$ cat src/rtl/irq_pkg.sv
package irq_pkg;
  localparam int unsigned NUM_SRC  = 3;
  localparam int unsigned STAT_W   = 8;
  localparam int unsigned FLAG_LSB = 4;
  localparam int unsigned SUM_BIT  = 7;
  localparam int unsigned SRC_PER  = 2;
  localparam int unsigned SRC_ALM  = 1;
  localparam int unsigned SRC_UPD  = 0;
endpackage

$ cat src/rtl/irq_flag_cell.sv
module irq_flag_cell (
  input  logic clk,
  input  logic rst_n,
  input  logic evt_i,
  input  logic clr_i,
  input  logic en_wr_i,
  input  logic en_bit_i,
  output logic flag_o,
  output logic en_o,
  output logic req_o
);
  logic flag_q;
  logic en_q;

  // Clear-on-read loses to a coincident event so nothing is dropped.
  always_ff @(posedge clk or negedge rst_n) begin
    if (!rst_n) begin
      flag_q <= 1'b0;
    end else if (evt_i) begin
      flag_q <= 1'b1;
    end else if (clr_i) begin
      flag_q <= 1'b0;
    end
  end

  always_ff @(posedge clk or negedge rst_n) begin
    if (!rst_n) begin
      en_q <= 1'b0;
    end else if (en_wr_i) begin
      en_q <= en_bit_i;
    end
  end

  assign flag_o = flag_q;
  assign en_o   = en_q;
  assign req_o  = flag_q & en_q;

  p_flag_sets_r1: assert property (@(posedge clk) disable iff (!rst_n)
    evt_i |=> flag_o);
  p_flag_sticky_r2: assert property (@(posedge clk) disable iff (!rst_n)
    (flag_o && !clr_i) |=> flag_o);
  p_read_clears_r5: assert property (@(posedge clk) disable iff (!rst_n)
    (clr_i && !evt_i) |=> !flag_o);
  p_enable_load_r7: assert property (@(posedge clk) disable iff (!rst_n)
    en_wr_i |=> (en_o == $past(en_bit_i)));
endmodule

$ cat src/rtl/irq_combine.sv
module irq_combine
  import irq_pkg::*;
#(
  parameter int unsigned N_SRC = NUM_SRC,
  parameter int unsigned ST_W  = STAT_W,
  parameter int unsigned F_LSB = FLAG_LSB,
  parameter int unsigned S_BIT = SUM_BIT
) (
  input  logic [N_SRC-1:0] flags_i,
  input  logic [N_SRC-1:0] reqs_i,
  output logic             summary_o,
  output logic [ST_W-1:0]  stat_o
);
  localparam int unsigned F_MSB = F_LSB + N_SRC - 1;

  assign summary_o = |reqs_i;

  always_comb begin
    stat_o = '0;
    stat_o[F_MSB:F_LSB] = flags_i;
    stat_o[S_BIT] = summary_o;
  end

  always_comb begin
    p_low_zero_r4: assert (stat_o[F_LSB-1:0] == '0);
  end
endmodule

$ cat src/rtl/irq_flag_ctrl.sv
module irq_flag_ctrl
  import irq_pkg::*;
(
  input  logic                clk,
  input  logic                rst_n,
  input  logic                evt_periodic,
  input  logic                evt_alarm,
  input  logic                evt_update,
  input  logic                en_wr,
  input  logic [NUM_SRC-1:0]  en_wdata,
  input  logic                stat_rd,
  output logic [STAT_W-1:0]   stat_q,
  output logic                irq_pull
);
  logic [NUM_SRC-1:0] evt_vec;
  logic [NUM_SRC-1:0] flag_vec;
  logic [NUM_SRC-1:0] en_vec;
  logic [NUM_SRC-1:0] req_vec;
  logic               summary;

  always_comb begin
    evt_vec          = '0;
    evt_vec[SRC_PER] = evt_periodic;
    evt_vec[SRC_ALM] = evt_alarm;
    evt_vec[SRC_UPD] = evt_update;
  end

  for (genvar g = 0; g < NUM_SRC; g++) begin : g_src
    irq_flag_cell i_cell (
      .clk      (clk),
      .rst_n    (rst_n),
      .evt_i    (evt_vec[g]),
      .clr_i    (stat_rd),
      .en_wr_i  (en_wr),
      .en_bit_i (en_wdata[g]),
      .flag_o   (flag_vec[g]),
      .en_o     (en_vec[g]),
      .req_o    (req_vec[g])
    );
  end

  irq_combine i_comb (
    .flags_i   (flag_vec),
    .reqs_i    (req_vec),
    .summary_o (summary),
    .stat_o    (stat_q)
  );

  assign irq_pull = summary;

  p_pull_needs_flag_r3: assert property (@(posedge clk) disable iff (!rst_n)
    irq_pull |-> (stat_q[FLAG_LSB +: NUM_SRC] != '0));
  p_summary_match_r4: assert property (@(posedge clk) disable iff (!rst_n)
    stat_q[SUM_BIT] == irq_pull);
  p_read_releases_r5: assert property (@(posedge clk) disable iff (!rst_n)
    (stat_rd && !evt_periodic && !evt_alarm && !evt_update) |=> !irq_pull);
  p_keep_coincident_r6: assert property (@(posedge clk) disable iff (!rst_n)
    (stat_rd && evt_alarm) |=> stat_q[FLAG_LSB + SRC_ALM]);
  p_no_pull_without_en_r7: assert property (@(posedge clk) disable iff (!rst_n)
    (en_wr && en_wdata == '0) |=> !irq_pull);
endmodule

$ cat config.mk
export PLATFORM = sky130hd
export DESIGN_NAME = irq_flag_ctrl
export DESIGN_NICKNAME = d
export VERILOG_FILES = /design/src/rtl/irq_pkg.sv /design/src/rtl/irq_flag_cell.sv /design/src/rtl/irq_combine.sv /design/src/rtl/irq_flag_ctrl.sv
export SDC_FILE = /design/constraint.sdc
export NUM_CORES = 1
export LEC_CHECK = 0
export ABC_AREA = 1
export BUFFER_PORTS_ARGS = -buffer_cell sky130_fd_sc_hd__buf_2
export CORE_AREA = 2 2 39 41
export DETAILED_ROUTE_END_ITERATION = 10
export DIE_AREA = 0 0 41 43
export PLACE_DENSITY = 0.58
export SYNTH_ARGS = -nofsm -noshare
export SYNTH_HDL_FRONTEND = slang
export SYNTH_HIERARCHICAL = 1
export SYNTH_SLANG_ARGS = --single-unit
$ cat constraint.sdc
create_clock -name clk -period 1.7 [get_ports clk]
set_clock_uncertainty 0.15 [all_clocks]
set_input_delay 0.34 -clock clk [delete_from_list [all_inputs] [get_ports clk]]
set_output_delay 0.34 -clock clk [all_outputs]
set_load 0.005 [all_outputs]
# --- Word level (Yosys, flattened, before mapping) ---
# Cells that the tools add are included.
# W data, S select, Z words.
word_totals:
  register_bits: 6
  latchBits: 0
  ramBits: 0
  romBits: 0
  output_inout_bits: 9
  memories: 0
classes:
  add_sub_neg: 0
  mul: 0
  div: 0
  magnitude_cmp: 0
  n_eq_ne: 0
  shift: 0
  muxes: 4
  n_bitwise: 3
  n_reduce_logical: 4
op_table:
  columns: ["op", "n"]
  rows:
  - ["$reduce_bool A2 Y1", 3]
  - ["$mux W1", 4]
  - ["$and A1 B1 Y1", 3]
  - ["$reduce_or A3 Y1", 1]

# --- Longest topological paths before layout ---
# Gate-level depths: netlist of the first run.
logic_depth:
  word_depth: 2
  ltp_mapped: 5

# --- Hierarchy ---
# Netlist of the first run, hierarchy kept.
by_module_without_submodules:
  columns: ["mod", "instances", "cells_per_inst", "area_per_inst_um2", "seq_area_each_um2"]
  rows:
  - ["irq_flag_cell", 3, 12, 87.6, 50.0]
  - ["irq_combine", 1, 12, 75.1, 0.0]

# --- Least setup slack after synthesis of the first run ---
# OpenSTA, ideal clock, no wires.
synth_path:
  path_type: "reg-to-output"
  start: "register g_src[1].i_cell.flag_q"
  end: "output port stat_q[7]"
  arrival_time_ns: 0.749
  required_ns: 1.210
  slack_ns: 0.461
  stages_incl_launch_ff: 6
  path_cell_list: "dfrtp_1 nand2_1 inv_1 nor2_1 nand2_1 buf_4"
synth_via:
  elab_chain_len: 2
synth_lines:
  columns: ["item", "line", "rtl"]
  rows:
  - ["start, declared", "irq_flag_cell.sv:12", "logic flag_q;"]
  - ["start signal, assigned", "irq_flag_cell.sv:18", "flag_q <= 1'b0;"]
  - ["start signal, assigned", "irq_flag_cell.sv:20", "flag_q <= 1'b1;"]
  - ["start signal, assigned", "irq_flag_cell.sv:22", "flag_q <= 1'b0;"]
  - ["$and A1 B1 Y1", "irq_flag_cell.sv:36", "assign req_o = flag_q & en_q;"]
  - ["named net req_vec[1]", "irq_flag_ctrl.sv:18", "logic [NUM_SRC-1:0] req_vec;"]
  - ["$reduce_or A3 Y1", "irq_combine.sv:16", "assign summary_o = |reqs_i;"]
  - ["end, declared", "irq_flag_ctrl.sv:12", "output logic [STAT_W-1:0] stat_q,"]
# The timed path passes the listed nets, and every way through them passes these cells.

# --- Final worst setup path of the first run ---
layout_path:
  start: "register g_src[1].i_cell.flag_q"
  end: "output port irq_pull"
layout_via:
  elab_chain_len: 2
layout_lines:
  columns: ["item", "line", "rtl"]
  rows:
  - ["$and A1 B1 Y1", "irq_flag_cell.sv:36", null]
  - ["named net req_vec[1]", "irq_flag_ctrl.sv:18", null]
  - ["$reduce_or A3 Y1", "irq_combine.sv:16", null]
  - ["end, declared", "irq_flag_ctrl.sv:13", "output logic irq_pull"]
# The timed path passes the listed nets, and every way through them passes these cells.

==> impl_metrics.py, run 1 <==
metrics = {
    "outcome": {
        "status": "completed",
    },
    "logic_synthesis": {
        "synth_xor_area_frac": 0,
        "synth_compound_gate_area_share": 0,
        "yosys_warnings": 6,
        "synth-adder-area-share": 0,
        "ys_ff_latch": 6,
        "synth_top_family_by_area": "buffers and inverters",
        "synth_mux_area_frac": 0,
        "avgSynthCellArea_um2": 7.04,
        "synth-simple-area-share": 0.222,
        "yosysSeqAreaShare": 0.444,
        "netlist_instances": 48,
        "synth_area_um2": 338,
        "synth.distinct_cells": 6,
    },
    "routing": {
        "postRouteAntennaNets": 0,
        "vias_per_cell": 3.52,
        "wirelength_um": 526,
        "first_pass_iters": 2,
        "drcViolationCount": 0,
        "wire_per_inst_um": 6.83,
        "vias": 271,
        "first_iter_violations": 2,
    },
    "hold_path": {
        "hp-start": "evt_periodic",
        "hold_path_depth": 3,
        "hold_end": "g_src[2].i_cell/flag_o$_DFFE_PN0P_",
        "hold_class": "in2reg",
    },
    "global_route": {
        "grt_max_degree": 7,
        "grt_pass1_vias": 226,
        "grt_pass1_wl_um": 848,
        "grt_usage": 0.0796,
        "grt_overflow": 0,
        "grt_antenna_before_repair": 0,
    },
    "setup_path": {
        "crit_path_end_kind": "output port",
        "slowest_stage": "dfrtp_1",
        "reg2reg_slack_ps": 940,
        "cp_max_fo": 3,
        "start_kind": "flop",
        "ff2ff_path_depth": 2,
        "regToRegStartpoint": "g_src[1].i_cell/flag_o$_DFFE_PN0P_",
        "worstPathArrival_ps": 1000,
        "critPathMaxStageDelay_ps": 390,
        "rr_endpoint": "g_src[1].i_cell/flag_o$_DFFE_PN0P_",
        "crit_required_ps": 1210,
        "worstSetupPathType": "reg2out",
        "crit_path_frequent_cell": "nand2_1",
        "path_cells": "nand2_1 > inv_1 > nor2_1 > nand2_1 > buf_2",
    },
    "cts": {
        "cts_tree": "done",
        "clkLatencyLatePin_ps": 240,
        "htreeDepth": 1,
        "clk_path_buf_depth": 2,
        "cts_num_sinks": 6,
        "clk_pin_slew_ps": 40,
        "root_buffer": "clkbuf_4",
        "cts-buffers-inserted": 3,
    },
    "floorplanning": {
        "die_height_um": 43,
        "dieArea_mm2": 0.00176,
        "die_x_um": 41,
        "io_pins": 19,
        "rows": 14,
        "start_util": 0.244,
        "coreArea_mm2": 0.00138,
    },
    "placed_design": {
        "gp_congestion": 0.592,
        "io_buffers": 14,
        "dpl.hpwl_um": 446,
        "dp_slack_ps": 451,
        "dpl_cell_area_um2": 379,
    },
    "sta": {
        "setup_tns_ps": 0,
        "finalSetupViolCount": 0,
        "post-route-period-util": 0.878,
        "rsz0062_at_grt": "no",
        "finalWorstSetupSlack_ps": 208,
        "hold_viol_final": 0,
        "post-route-min-period_ps": 1490,
        "maxClockFrequency_ghz": 0.670,
        "maxSlewViolCount": 0,
    },
    "power_and_ir_drop": {
        "power.switching_uw": 82.7,
        "intPower_uw": 260,
        "vdd_drop_max_mv": 0.192,
        "cellPowerDensity_mw_per_mm2": 833,
        "power_leakage_uw": 0.000281,
        "combPwrFrac": 0.154,
        "power_uw": 343,
        "swShare": 0.241,
        "seqPwrFrac": 0.471,
        "pwr-share-clk": 0.374,
    },
    "layout": {
        "fill_cells": 168,
        "final_common_cell": "nand2_1",
        "multi_input_area_um2": 90.1,
        "final_net_count": 73,
        "fin_util": 0.297,
        "area_growth_pct": 21.9,
        "layout_common_cells": "nand2_1 (19), buf_2 (14), inv_1 (13)",
        "final_area_um2": 412,
        "drive_gt1_frac": 0.279,
        "diodes": 0,
        "seq_area_um2": 150,
    },
    "job": {
        "drv_cap": 0,
    },
}
==> synthesized netlist by cell type <==
master	instances	share of area
nand2_1	19	0.21
inv_1	13	0.14
buf_4	8	0.18
dfrtp_1	6	0.44
conb_1	1	0.011
nor2_1	1	0.011
==> kinds of logic after synthesis <==
logic type / Yosys count
other cells: 1
simple gates: 20
buf+inv: 21
flops: 6
==> registers in the layout, summed over array words and instances (netlist names) <==
register / count
g_src.i_cell/en_o: 3
g_src.i_cell/flag_o: 3
==> critical path, delay by kind of cell, from the launching register on <==
kind	cells	cell delay, ps
buffers and inverters	2	150
and+or+nand+nor	3	220
DFF	1	390
==> final cells by class <==
type / count / share of cell area
Clock buffer: 3 / 0.0547
Inverter: 13 / 0.119
Multi-Input combinational cell: 24 / 0.219
Sequential cell: 6 / 0.365
Tap cell: 16 / 0.0486
Timing Repair Buffer: 15 / 0.195
==> per-layer routing <==
layer / vias to the layer above / GRT usage / wire, µm
li1: 146 / - / -
met1: 112 / 0.0844 / 215
met2: 13 / 0.100 / 249
met3: 0 / 0.0628 / 62
met4: 0 / 0.0600 / 0
met5: - / 0 / 0
==> how the worst max path moves through the flow <==
stage | start | to | slack [ps] | depth (start not counted)
6_report | g_src[1].i_cell/flag_o$_DFFE_PN0P_ | irq_pull | 210 | 5
5_1_grt | g_src[1].i_cell/flag_o$_DFFE_PN0P_ | stat_q[7] | 110 | 5
4_1_cts | g_src[1].i_cell/flag_o$_DFFE_PN0P_ | irq_pull | 190 | 5
3_5_place_dp | g_src[1].i_cell/flag_o$_DFFE_PN0P_ | irq_pull | 450 | 5
3_3_place_gp | g_src[1].i_cell/flag_o$_DFFE_PN0P_ | stat_q[7] | 480 | 5
2_1_floorplan | g_src[1].i_cell/flag_o$_DFFE_PN0P_ | stat_q[7] | 460 | 5
==> power groups by stage <==
| stage | logic [µW] | registers (µW) | clock network [µW] |
|---|---|---|---|
| after floorplan | 42.8 | 162 | 0 |
| after global placement | 51.7 | 164 | 0 |
| after detailed placement | 52.3 | 164 | 0 |
| after CTS | 54.2 | 162 | 134 |
| after global routing | 64.6 | 163 | 143 |
| final | 52.9 | 162 | 128 |
==> stage by stage <==
step / hold slack (ps) / std cells
5_1_grt: 140 / 77
4_1_cts: 130 / 77
3_3_place_gp: 20.7 / 73
6_report: 132 / 77
2_1_floorplan: -106 / 51
3_5_place_dp: 21.8 / 73
==> timing repair <==
action	4_1_cts	5_1_grt
hold endpoints to repair	6	0
gates resized for setup	0	0
buffers inserted	0	0
hold buffers	1	0
(Power assumes the default switching activity.)
==> inputs of run 2 (changes only) <==
PLACE_DENSITY = 0.49   (was 0.58)
SLEW_MARGIN = 20   (was not set)
==> run 2 against run 1 <==
  * Non-clock buffer count did not move
  * Final cell count stayed put
  * Via count rose by 1.1%
  * Critical path depth unchanged
  * Sequential power hardly changed
  * Utilization is the same
  * Global-route usage fell by 0.80 points
  * Maximum frequency up 0.19%
  * Critical endpoint unchanged
==> impl_metrics.py, run 2 (synthesized netlist as in run 1, its figures left out) <==
metrics = {
    "sta": {
        "post-route-min-period_ps": 1490,
        "finalSetupViolCount": 0,
        "setup_tns_ps": 0,
        "hold_viol_final": 0,
        "maxClockFrequency_ghz": 0.672,
        "rsz0062_at_grt": "no",
        "post-route-period-util": 0.876,
        "maxSlewViolCount": 0,
        "hold_slack_ps": 131,
    },
    "floorplanning": {
        "coreArea_mm2": 0.00138,
        "die_height_um": 43,
        "io_pins": 19,
        "start_util": 0.244,
        "dieArea_mm2": 0.00176,
        "die_x_um": 41,
        "rows": 14,
    },
    "global_route": {
        "grt_max_degree": 7,
        "grt_pass1_wl_um": 800,
        "grt_antenna_before_repair": 0,
        "grt_pass1_vias": 231,
        "grt_overflow": 0,
        "grt_usage": 0.0716,
    },
    "setup_path": {
        "worstSetupPathType": "reg2out",
        "path_cells": "nand2_1 > inv_1 > nor2_1 > nand2_1 > buf_2",
        "worstPathArrival_ps": 1000,
        "start_kind": "flop",
        "regToRegStartpoint": "g_src[0].i_cell/flag_o$_DFFE_PN0P_",
        "cp_max_fo": 3,
        "slowest_stage": "dfrtp_1",
        "crit_path_frequent_cell": "nand2_1",
        "reg2reg_slack_ps": 940,
        "critPathMaxStageDelay_ps": 380,
        "ff2ff_path_depth": 2,
        "rr_endpoint": "g_src[0].i_cell/flag_o$_DFFE_PN0P_",
        "crit_path_end_kind": "output port",
        "path_delay_family": "flip-flops",
        "crit_required_ps": 1210,
        "path_buf_inv": 2,
    },
    "placed_design": {
        "place_inst": 73,
        "gp_congestion": 0.545,
        "io_buffers": 14,
        "dpl.hpwl_um": 439,
    },
    "routing": {
        "first_pass_iters": 5,
        "wire_per_inst_um": 7.08,
        "drcViolationCount": 0,
        "vias": 274,
        "wirelength_um": 545,
        "postRouteAntennaNets": 0,
        "vias_per_cell": 3.56,
        "first_iter_violations": 4,
    },
    "power_and_ir_drop": {
        "cellPowerDensity_mw_per_mm2": 836,
        "vdd_drop_max_mv": 0.201,
        "power_leakage_uw": 0.000281,
    },
    "layout": {
        "drive_gt1_frac": 0.279,
        "fill_cells": 173,
        "area_growth_pct": 21.9,
        "layout_common_cells": "nand2_1 (19), buf_2 (14), inv_1 (13)",
        "final_net_count": 73,
        "final_common_cell": "nand2_1",
        "fin_cells": 77,
        "diodes": 0,
        "seq_area_um2": 150,
        "multi_input_area_um2": 90.1,
    },
    "cts": {
        "root_buffer": "clkbuf_4",
        "cts_num_sinks": 6,
        "cts-buffers-inserted": 3,
        "clk_pin_slew_ps": 50,
        "post-cts-setup-buffers": 0,
        "cts_tree": "done",
        "cts.repair.resized": 0,
        "clk_path_buf_depth": 2,
        "htreeDepth": 1,
        "clkLatencyLatePin_ps": 240,
    },
    "job": {
        "drv_cap": 0,
    },
    "hold_path": {
        "hold_end": "g_src[2].i_cell/flag_o$_DFFE_PN0P_",
        "hold_path_depth": 3,
        "hold_class": "in2reg",
        "hp-start": "evt_periodic",
    },
    "outcome": {
        "status": "completed",
    },
}
==> run 2: worst max-delay path by stage <==
| stage | startpoint | end | cells after the start |
|---|---|---|---|
| after floorplan | g_src[1].i_cell/flag_o$_DFFE_PN0P_ | stat_q[7] | 5 |
| after global placement | g_src[0].i_cell/flag_o$_DFFE_PN0P_ | irq_pull | 5 |
| after detailed placement | g_src[0].i_cell/flag_o$_DFFE_PN0P_ | irq_pull | 5 |
| after CTS | g_src[0].i_cell/flag_o$_DFFE_PN0P_ | irq_pull | 5 |
| after global routing | g_src[1].i_cell/flag_o$_DFFE_PN0P_ | stat_q[7] | 5 |
| final | g_src[1].i_cell/flag_o$_DFFE_PN0P_ | irq_pull | 5 |
==> run 2: what timing repair did <==
item / 4_1_cts / 5_1_grt
setup endpoints to repair: 0 / 0
hold buffers: 1 / 0
hold endpoints to repair: 6 / 0
==> run 2: cell type report <==
cell class | count | area share
Timing Repair Buffer | 15 | 0.195
Tap cell | 16 | 0.0486
Sequential cell | 6 | 0.365
Inverter | 13 | 0.119
Clock buffer | 3 | 0.0547
Multi-Input combinational cell | 24 | 0.219
==> run 2: stage by stage <==
stage	utilization	total power (µW)	area, µm²	setup WS (ps)
final	0.297	344	412	211
after global routing	0.297	379	412	98.0
after CTS	0.297	355	412	209
after detailed placement	0.274	216	379	479
after global placement	0.274	216	379	484
after floorplan	-	205	349	461
==> run 2: layer usage <==
layer / global-route usage / vias to the layer above / wire (µm)
met2: 0.113 / 10 / 270
met3: 0.0314 / 0 / 54
met1: 0.0651 / 120 / 220
li1: - / 144 / -
met5: 0 / - / 0
met4: 0.0600 / 0 / 0
==> run 2: where the power goes <==
part           switching, µW  internal, µW
combinational           27.3          25.8
clock                   50.0          79.8
sequential              6.65           155
==> run 2: tightest hold or removal path, stage by stage <==
cell	delay (ps)
buf_2	70
inv_1	30
nand2_1	50
==> inputs of run 3 (changes only) <==
CELL_PAD_IN_SITES_DETAIL_PLACEMENT = 1   (was not set)
CELL_PAD_IN_SITES_GLOBAL_PLACEMENT = 2   (was not set)
CORE_AREA = not set   (was 2 2 39 41)
CORE_MARGIN = 2   (was not set)
CORE_UTILIZATION = 21   (was not set)
DIE_AREA = not set   (was 0 0 41 43)
PLACE_DENSITY = 0.74   (was 0.49)
==> run 3 against run 2 <==
  * Utilization decreased by 2.4 points
  * Via count increased by 4.4%
  * Largest power group unchanged
  * Non-clock buffer count unchanged
  * Hold slack got worse by 1.2 ps
  * Clock power about the same
  * Register-to-register slack got worse by 30 ps
  * Die area increased by 10%
  * Largest cell class unchanged
  * Sequential power about the same
  * Sequential share of layout area unchanged
  * Critical path depth unchanged
  * First-iteration DRC count decreased by 25%
  * Power increased by 0.40%
==> impl_metrics.py, run 3 (synthesized netlist as in run 1, its figures left out) <==
metrics = {
    "floorplanning": {
        "rows": 14,
        "die_x_um": 44.1,
        "io_pins": 19,
        "coreArea_mm2": 0.00151,
        "dieArea_mm2": 0.00195,
        "die_height_um": 44.1,
        "start_util": 0.224,
    },
    "cts": {
        "cts-buffers-inserted": 3,
        "clk_path_buf_depth": 2,
        "clk_pin_slew_ps": 50,
        "cts_tree": "done",
        "root_buffer": "clkbuf_4",
        "htreeDepth": 1,
        "cts.repair.resized": 0,
        "cts_hold_buf": 1,
        "post-cts-setup-buffers": 0,
        "cts_num_sinks": 6,
        "clkLatencyLatePin_ps": 240,
    },
    "setup_path": {
        "worstSetupPathType": "reg2out",
        "start_kind": "flop",
        "worstPathArrival_ps": 1010,
        "cp_max_fo": 3,
        "crit_required_ps": 1210,
        "crit_path_end_kind": "output port",
    },
    "routing": {
        "postRouteAntennaNets": 0,
        "first_iter_violations": 3,
        "drcViolationCount": 0,
        "wire_per_inst_um": 8.79,
        "wirelength_um": 677,
        "vias_per_cell": 3.71,
        "vias": 286,
        "first_pass_iters": 3,
    },
    "layout": {
        "drive_gt1_frac": 0.279,
        "layout_common_cells": "nand2_1 (19), buf_2 (14), inv_1 (13)",
        "final_area_um2": 412,
        "fin_cells": 77,
        "diodes": 0,
        "area_growth_pct": 21.9,
        "final_net_count": 73,
        "final_common_cell": "nand2_1",
        "fill_cells": 199,
    },
    "sta": {
        "finalWorstSetupSlack_ps": 203,
        "maxClockFrequency_ghz": 0.668,
        "post-route-period-util": 0.881,
        "setup_tns_ps": 0,
        "maxSlewViolCount": 0,
        "post-route-min-period_ps": 1500,
        "rsz0062_at_grt": "no",
        "hold_viol_final": 0,
        "finalSetupViolCount": 0,
    },
    "power_and_ir_drop": {
        "intPower_uw": 260,
        "cellPowerDensity_mw_per_mm2": 839,
        "seqPwrFrac": 0.469,
        "power_uw": 345,
        "swShare": 0.247,
        "power.switching_uw": 85.3,
        "power_leakage_uw": 0.000281,
        "pwr-share-clk": 0.373,
        "vdd_drop_max_mv": 0.200,
        "combPwrFrac": 0.157,
    },
    "placed_design": {
        "dpl.hpwl_um": 584,
        "dpl_cell_area_um2": 379,
        "gp_congestion": 0.685,
        "place_inst": 73,
        "dp_slack_ps": 456,
        "io_buffers": 14,
    },
    "hold_path": {
        "hold_class": "in2reg",
    },
    "global_route": {
        "grt_max_degree": 7,
        "grt_util_met1": 0.0854,
        "top_usage_layer": "met2",
        "grt_antenna_before_repair": 0,
        "grt_util_met2": 0.150,
        "grt_usage": 0.0921,
        "grtUsageMet3": 0.0367,
        "grt_pass1_wl_mm": 1.18,
        "grt_pass1_vias": 280,
        "grt_overflow": 0,
    },
    "job": {
        "drv_cap": 0,
    },
    "outcome": {
        "status": "completed",
    },
}
run 3: path summary, 6_finish.rpt:
check                      slack (ps)                          startpoint  cells past startpoint                                  to
setup / recovery                  200  g_src[1].i_cell/flag_o$_DFFE_PN0P_                      5                            irq_pull
hold / removal                    130                           evt_alarm                      3  g_src[1].i_cell/flag_o$_DFFE_PN0P_
setup reg to reg                  910  g_src[0].i_cell/flag_o$_DFFE_PN0P_                      2  g_src[0].i_cell/flag_o$_DFFE_PN0P_
hold reg to reg                   330    g_src[1].i_cell/en_o$_DFFE_PN0P_                      2    g_src[1].i_cell/en_o$_DFFE_PN0P_
max in group asynchronous         950                               rst_n                      2    g_src[0].i_cell/en_o$_DFFE_PN0P_
min in group asynchronous         300                               rst_n                      2  g_src[1].i_cell/flag_o$_DFFE_PN0P_
run 3: critical path: stages (launching register included):
cell	delay [ps]
dfrtp_1	390
nand2_1	70
inv_1	30
nor2_1	90
nand2_1	70
buf_2	120
run 3: layout make-up:
class                   count  area, µm²  area share
clock buffers               3       22.5      0.0547
inverters                  13       48.8       0.119
multi-input cells          24       90.1       0.219
flip-flops and latches      6        150       0.365
well taps                  16       20.0      0.0486
repair buffers             15       80.1       0.195
run 3: power by group through the flow:
stage / combinational (µW) / clock, µW / sequential, µW
final: 54.3 / 129 / 162
after global routing: 64.0 / 148 / 164
after CTS: 56.0 / 139 / 163
after detailed placement: 54.1 / 0 / 165
after global placement: 52.5 / 0 / 164
after floorplan: 42.8 / 0 / 162
run 3: stage by stage:
stage / utilization / hold WS (ps)
4_1_cts: 0.273 / 119
3_3_place_gp: 0.252 / 24.0
5_1_grt: 0.273 / 122
6_report: 0.273 / 130
2_1_floorplan: - / -106
3_5_place_dp: 0.252 / 27.2
run 3: layer usage:
layer,vias to the layer above,part of all wire
met5,-,0
met2,13,0.52
met4,0,0.018
met3,2,0.083
met1,124,0.37
li1,147,-
